==> src/rtl/crc_eng_pkg.sv <==
`timescale 1ns/1ps
package crc_eng_pkg;

    typedef enum logic [1:0] {
        SEL_CTRL   = 2'd0,
        SEL_FEED   = 2'd1,
        SEL_RESULT = 2'd2,
        SEL_NONE   = 2'd3
    } reg_sel_e;

endpackage

==> src/rtl/crcw_fold.sv <==
`timescale 1ns/1ps
module crcw_fold #(
    parameter int              CRC_W  = 16,
    parameter int              FOLD_W = 12,
    parameter logic [CRC_W-1:0] POLY  = 16'h8408
) (
    input  logic [CRC_W-1:0]  crc_in,
    input  logic [FOLD_W-1:0] data_in,
    output logic [CRC_W-1:0]  crc_out
);

    logic [CRC_W-1:0] stage [0:FOLD_W];

    assign stage[0] = crc_in;

    for (genvar b = 0; b < FOLD_W; b++) begin : g_bit
        logic fb;
        assign fb          = stage[b][0] ^ data_in[b];
        assign stage[b+1]  = (stage[b] >> 1) ^ (fb ? POLY : '0);
    end

    assign crc_out = stage[FOLD_W];

endmodule

==> src/rtl/crcw_accum.sv <==
`timescale 1ns/1ps
module crcw_accum #(
    parameter int               CRC_W = 16,
    parameter logic [CRC_W-1:0] SEED  = 16'h950C
) (
    input  logic             clk,
    input  logic             rst_n,
    input  logic             clear,
    input  logic             load,
    input  logic [CRC_W-1:0] crc_next,
    output logic [CRC_W-1:0] crc
);

    typedef struct packed {
        logic [CRC_W-1:0] crc;
    } acc_t;

    acc_t st_d, st_q;

    always_comb begin
        st_d = st_q;
        if (clear) begin
            st_d.crc = SEED;
        end else if (load) begin
            st_d.crc = crc_next;
        end
    end

    always_ff @(posedge clk or negedge rst_n) begin
        if (!rst_n) begin
            st_q.crc <= SEED;
        end else begin
            st_q <= st_d;
        end
    end

    assign crc = st_q.crc;

    assert_clear_seed_R2: assert property (@(posedge clk) disable iff (!rst_n)
        clear |=> (crc == SEED));

    assert_idle_hold_R3: assert property (@(posedge clk) disable iff (!rst_n)
        (!clear && !load) |=> $stable(crc));

endmodule

==> src/rtl/crcw_counter.sv <==
`timescale 1ns/1ps
module crcw_counter #(
    parameter int CNT_W = 12
) (
    input  logic             clk,
    input  logic             rst_n,
    input  logic             clear,
    input  logic             step,
    output logic [CNT_W-1:0] count
);

    localparam logic [CNT_W-1:0] CNT_MAX = {CNT_W{1'b1}};

    typedef struct packed {
        logic [CNT_W-1:0] cnt;
    } cnt_t;

    cnt_t st_d, st_q;

    always_comb begin
        st_d = st_q;
        if (clear) begin
            st_d.cnt = '0;
        end else if (step && (st_q.cnt != CNT_MAX)) begin
            st_d.cnt = st_q.cnt + CNT_W'(1);
        end
    end

    always_ff @(posedge clk or negedge rst_n) begin
        if (!rst_n) begin
            st_q.cnt <= '0;
        end else begin
            st_q <= st_d;
        end
    end

    assign count = st_q.cnt;

    assert_count_sat_R6: assert property (@(posedge clk) disable iff (!rst_n)
        (step && !clear && count == CNT_MAX) |=> (count == CNT_MAX));

    assert_count_step_R6: assert property (@(posedge clk) disable iff (!rst_n)
        (step && !clear && count != CNT_MAX) |=> (count == $past(count) + CNT_W'(1)));

    assert_count_clear_R2: assert property (@(posedge clk) disable iff (!rst_n)
        clear |=> (count == '0));

endmodule

==> src/rtl/crc_word_engine.sv <==
`timescale 1ns/1ps
module crc_word_engine #(
    parameter int                REG_W   = 16,
    parameter int                CRC_W   = 16,
    parameter int                FOLD_W  = 12,
    parameter int                CNT_W   = 12,
    parameter int                CLR_BIT = 15,
    parameter logic [CRC_W-1:0]  POLY    = 16'h8408,
    parameter logic [CRC_W-1:0]  SEED    = 16'h950C
) (
    input  logic             clk,
    input  logic             rst_n,
    input  logic [1:0]       bus_addr,
    input  logic             bus_wr,
    input  logic [REG_W-1:0] bus_wdata,
    output logic [REG_W-1:0] bus_rdata
);

    import crc_eng_pkg::*;

    localparam int PAD_W = REG_W - CNT_W;

    reg_sel_e         sel;
    logic             do_clear;
    logic             do_feed;
    logic [CRC_W-1:0] crc_cur;
    logic [CRC_W-1:0] crc_nxt;
    logic [CNT_W-1:0] fed_count;

    assign sel      = reg_sel_e'(bus_addr);
    assign do_clear = bus_wr && (sel == SEL_CTRL) && bus_wdata[CLR_BIT];
    assign do_feed  = bus_wr && (sel == SEL_FEED);

    crcw_fold #(
        .CRC_W  (CRC_W),
        .FOLD_W (FOLD_W),
        .POLY   (POLY)
    ) u_fold (
        .crc_in  (crc_cur),
        .data_in (bus_wdata[FOLD_W-1:0]),
        .crc_out (crc_nxt)
    );

    crcw_accum #(
        .CRC_W (CRC_W),
        .SEED  (SEED)
    ) u_accum (
        .clk      (clk),
        .rst_n    (rst_n),
        .clear    (do_clear),
        .load     (do_feed),
        .crc_next (crc_nxt),
        .crc      (crc_cur)
    );

    crcw_counter #(
        .CNT_W (CNT_W)
    ) u_count (
        .clk   (clk),
        .rst_n (rst_n),
        .clear (do_clear),
        .step  (do_feed),
        .count (fed_count)
    );

    always_comb begin
        case (sel)
            SEL_CTRL:   bus_rdata = {{PAD_W{1'b0}}, fed_count};
            SEL_RESULT: bus_rdata = REG_W'(crc_cur);
            default:    bus_rdata = '0;
        endcase
    end

    assert_feed_moves_count_R4: assert property (@(posedge clk) disable iff (!rst_n)
        (do_feed && fed_count != {CNT_W{1'b1}}) |=> (fed_count != $past(fed_count)));

    assert_unmapped_quiet_R10: assert property (@(posedge clk) disable iff (!rst_n)
        (bus_wr && sel == SEL_NONE) |=> ($stable(crc_cur) && $stable(fed_count)));

    assert_no_write_no_change_R9: assert property (@(posedge clk) disable iff (!rst_n)
        !bus_wr |=> ($stable(crc_cur) && $stable(fed_count)));

endmodule

==> config.mk <==
export PLATFORM = sky130hd
export DESIGN_NAME = crc_word_engine
export DESIGN_NICKNAME = d
export VERILOG_FILES = /design/src/rtl/crc_eng_pkg.sv /design/src/rtl/crcw_fold.sv /design/src/rtl/crcw_accum.sv /design/src/rtl/crcw_counter.sv /design/src/rtl/crc_word_engine.sv
export SDC_FILE = /design/constraint.sdc
export NUM_CORES = 1
export LEC_CHECK = 0
export ABC_AREA = 1
export BUFFER_PORTS_ARGS = -buffer_cell sky130_fd_sc_hd__buf_2
export CORE_AREA = 8 8 86 88
export CTS_CLUSTER_SIZE = 20
export DETAILED_ROUTE_END_ITERATION = 10
export DIE_AREA = 0 0 94 96
export PLACE_DENSITY = 0.68
export SLEW_MARGIN = 20
export SYNTH_ARGS = -nofsm -noshare
export SYNTH_HDL_FRONTEND = slang
export SYNTH_HIERARCHICAL = 1
export SYNTH_SLANG_ARGS = --single-unit
==> constraint.sdc <==
create_clock -name clk -period 1.9 [get_ports clk]
set_input_delay 0.475 -clock clk [delete_from_list [all_inputs] [get_ports clk]]
set_output_delay 0.475 -clock clk [all_outputs]
set_load 0.05 [all_outputs]
==> reports/qor.yml <==
track_usage_pct: 13.3
worst-path-buf-inv: 1
reg2reg_to: "u_accum/crc[10]"
hold_buffers: 0
crit_chain: "nand3_1 > nand2_1 > buf_2"
antenna_cells: 0
ir_drop_mv: 0.465
antenna_left: 0
drt_drc_violations_left: 0
p_int_mw: 1.79
die_h_microns: 96
grt_setup_unrepaired: "no"
fin_skew_ns: 0.00716
syn_nets: 386
report.power.total_mw: 3.46
via_per_inst: 4.78
cp_max_fo: 4
ys_warn_count: 6
drive_above_1_share_pct: 19.2
cp.required_ns: 1.42
cp.depth: 3
yosysSeqAreaShare_pct: 29.9
grt_pass1_vias: 2152
fmax_mhz: 556
cp-startpoint: "u_accum/crc[2]"
end_kind: "output port"
gp_congestion: 0.875
p_comb_share_pct: 53.9
worstMarginPinSlew_ns: 0.648
cts_buffers: 3
grt_remaining_overflow: 0
hold_viol: 0
synth.distinct_cells: 26
nNetsFinal: 418
status: "finished clean"
numPortBuffers: 33
synthTopCellsByCount: "nand2_1 (162), nand3_1 (42), inv_1 (32)"
max_slew_margin_pct: 56.8
cts.path.max_buffers: 2
ys_async_sr_fraction_pct: 100
r2r_start: "u_accum/crc[3]"
dieArea_sq_mm: 0.00902
cts_resized: 0
htree_num_levels: 1
routed_wl_microns: 5730
crit_arrival_ns: 1.32
start_util_pct: 38.8
post-route-period-util_pct: 94.6
grt_antenna_before_repair: 0
finalSetupViolations: 0
synth_area_leaders: "nand2_1 (26%), dfrtp_1 (23%), nand3_1 (8.9%)"
crit_slowest_cell: "dfstp_2"
drv_cap: 0
post_drt_wl_per_cell_microns: 12.1
synth_edf_count: 0
p_leak_nw: 1.49
insertion_delay_ns: 0.28
avgSynthCellArea_sq_um: 6.50
pwr-share-seq_pct: 32.1
post-cts-setup-buffer-count: 0
max_stage_delay_ns: 0.63
core_sq_mm: 0.00610
yosysTopAreaCellShare_pct: 25.7
ff2ff_setup_slack_ns: 0.25
fp.dieW_microns: 94
start_kind: "flip-flop"
p_switching_mw: 1.67
vias: 2258
crit_family: "flip-flops"
cts_tree: "yes"
ys.flop_type: "dfrtp_1"
grt_pass1_wl_microns: 9820
grt_max_degree: 29
syn_area_sq_mm: 0.00237
switching_share_pct: 48.2
postSynthCellCount: 364
hp-class: "primary input to asynchronous set/reset pin"
clk_pin_slew_worst_paths_ns: 0.11
cts-root-buf: "clkbuf_8"
crit_type: "flip-flop to output port"
synth_seq_cells: 28
io_pins: 37
r2r_cells: 11
period_needed_ns: 1.80
final.setup.tns_ns: 0
area_delta_synth_final_pct: 11.5
drt-initial-drc-count: 145
hpwlAfterDp_microns: 4370
rows: 29
pwr-share-clk_pct: 14.1
yosysMostFrequentCell: "nand2_1"
drv_slew: 0
power.density_mw_per_mm2: 1310
synth_top_cell_by_area: "nand2_1"
drtPass1Iterations: 5
cts.sinks: 28
## cell usage in the layout (no fill, tap or decap)
cell / instances
dfrtp_1: 22
xor2_1: 9
nor2_8: 1
nand2_4: 5
nand3b_2: 1
nand2_1: 162
ha_1: 1
o21ai_1: 2
buf_12: 1
bufinv_16: 1
clkbuf_8: 3
buf_4: 5
nor3_1: 2
a21oi_1: 7
nand3b_1: 5
dfstp_2: 6
xor2_2: 2
clkinv_4: 1
nor2_4: 2
inv_2: 3
xnor2_1: 7
nor2_1: 22
inv_1: 32
buf_2: 33
nand3_1: 42
nand2_2: 12
nand4_1: 5
nor2b_1: 1
## stage by stage
stage | instances | cell area [sq um] | setup WS [ns] | hold slack (ns) | utilization (%)
3_5_place_dp | 467 | 2550 | 0.0584 | 0.478 | 41.8
4_1_cts | 471 | 2620 | 0.0601 | 0.234 | 43.0
5_1_grt | 472 | 2640 | 0.0381 | 0.248 | 43.3
6_report | 472 | 2640 | 0.102 | 0.207 | 43.3
2_1_floorplan | 364 | 2370 | 0.102 | 0.179 | -
3_3_place_gp | 467 | 2550 | 0.0844 | 0.474 | 41.8
## logic make-up (layout without fill, tap and decap cells)
| logic type | count (synthesis) | in the layout | share of synthesized area (%) |
|---|---|---|---|
| AND/OR/NAND/NOR | 260 | 260 | 49.5 |
| XOR/XNOR | 18 | 18 | 7.29 |
| AO/OA/AOI/OAI | 9 | 9 | 1.90 |
| buffers and inverters | 48 | 79 | 10.9 |
| flip-flops | 28 | 28 | 29.9 |
| adder cells (fa/ha/maj) | 1 | 1 | 0.528 |
## final cells by class
type,instances,area (sq um)
Fill cell,629,3460
Multi-Input combinational cell,288,1400
Sequential cell,28,708
Timing Repair Buffer,39,223
Inverter,36,140
Tap cell,77,96.3
Clock buffer,3,41.3
Clock inverter,1,30.0
## per-layer routing
metal / vias up / part of all wire (%) / track usage, %
li1: 1191 / - / -
met1: 1014 / 49 / 17.9
met2: 49 / 45 / 21.2
met3: 4 / 5.7 / 2.03
met4: 0 / 0.94 / 4.62
met5: - / 0 / 0
## power groups by stage
stage               clock (mW)  combinational (mW)  sequential, mW
global placement             0                1.82            1.12
floorplan                    0                1.67            1.04
finish                   0.487                1.86            1.11
detailed placement           0                1.85            1.13
global route             0.520                2.11            1.14
CTS                      0.500                1.86            1.11
## sequential cells by signal, indices dropped and copies added (netlist names)
register,count
u_count/count,12
u_accum/crc,16
## worst max path at each step
stage	slack (ns)	end
global route	0.04	bus_rdata[2]
detailed placement	0.06	u_accum/crc[9]
global placement	0.08	bus_rdata[2]
finish	0.10	bus_rdata[2]
CTS	0.06	bus_rdata[2]
floorplan	0.10	bus_rdata[12]
## worst reg2reg max path, cell delays in order (launching register included)
cell and delay [ns]:
dfstp_2 0.58, inv_1 0.06, nand2_1 0.08, nand2_2 0.09
nand2_1 0.11, nand2_1 0.14, nand2_1 0.10, nand2_1 0.09
nand2_1 0.07, nand2_1 0.05, a21oi_1 0.16, nand2_1 0.07
Note: power is estimated with default switching activity, not from simulation.
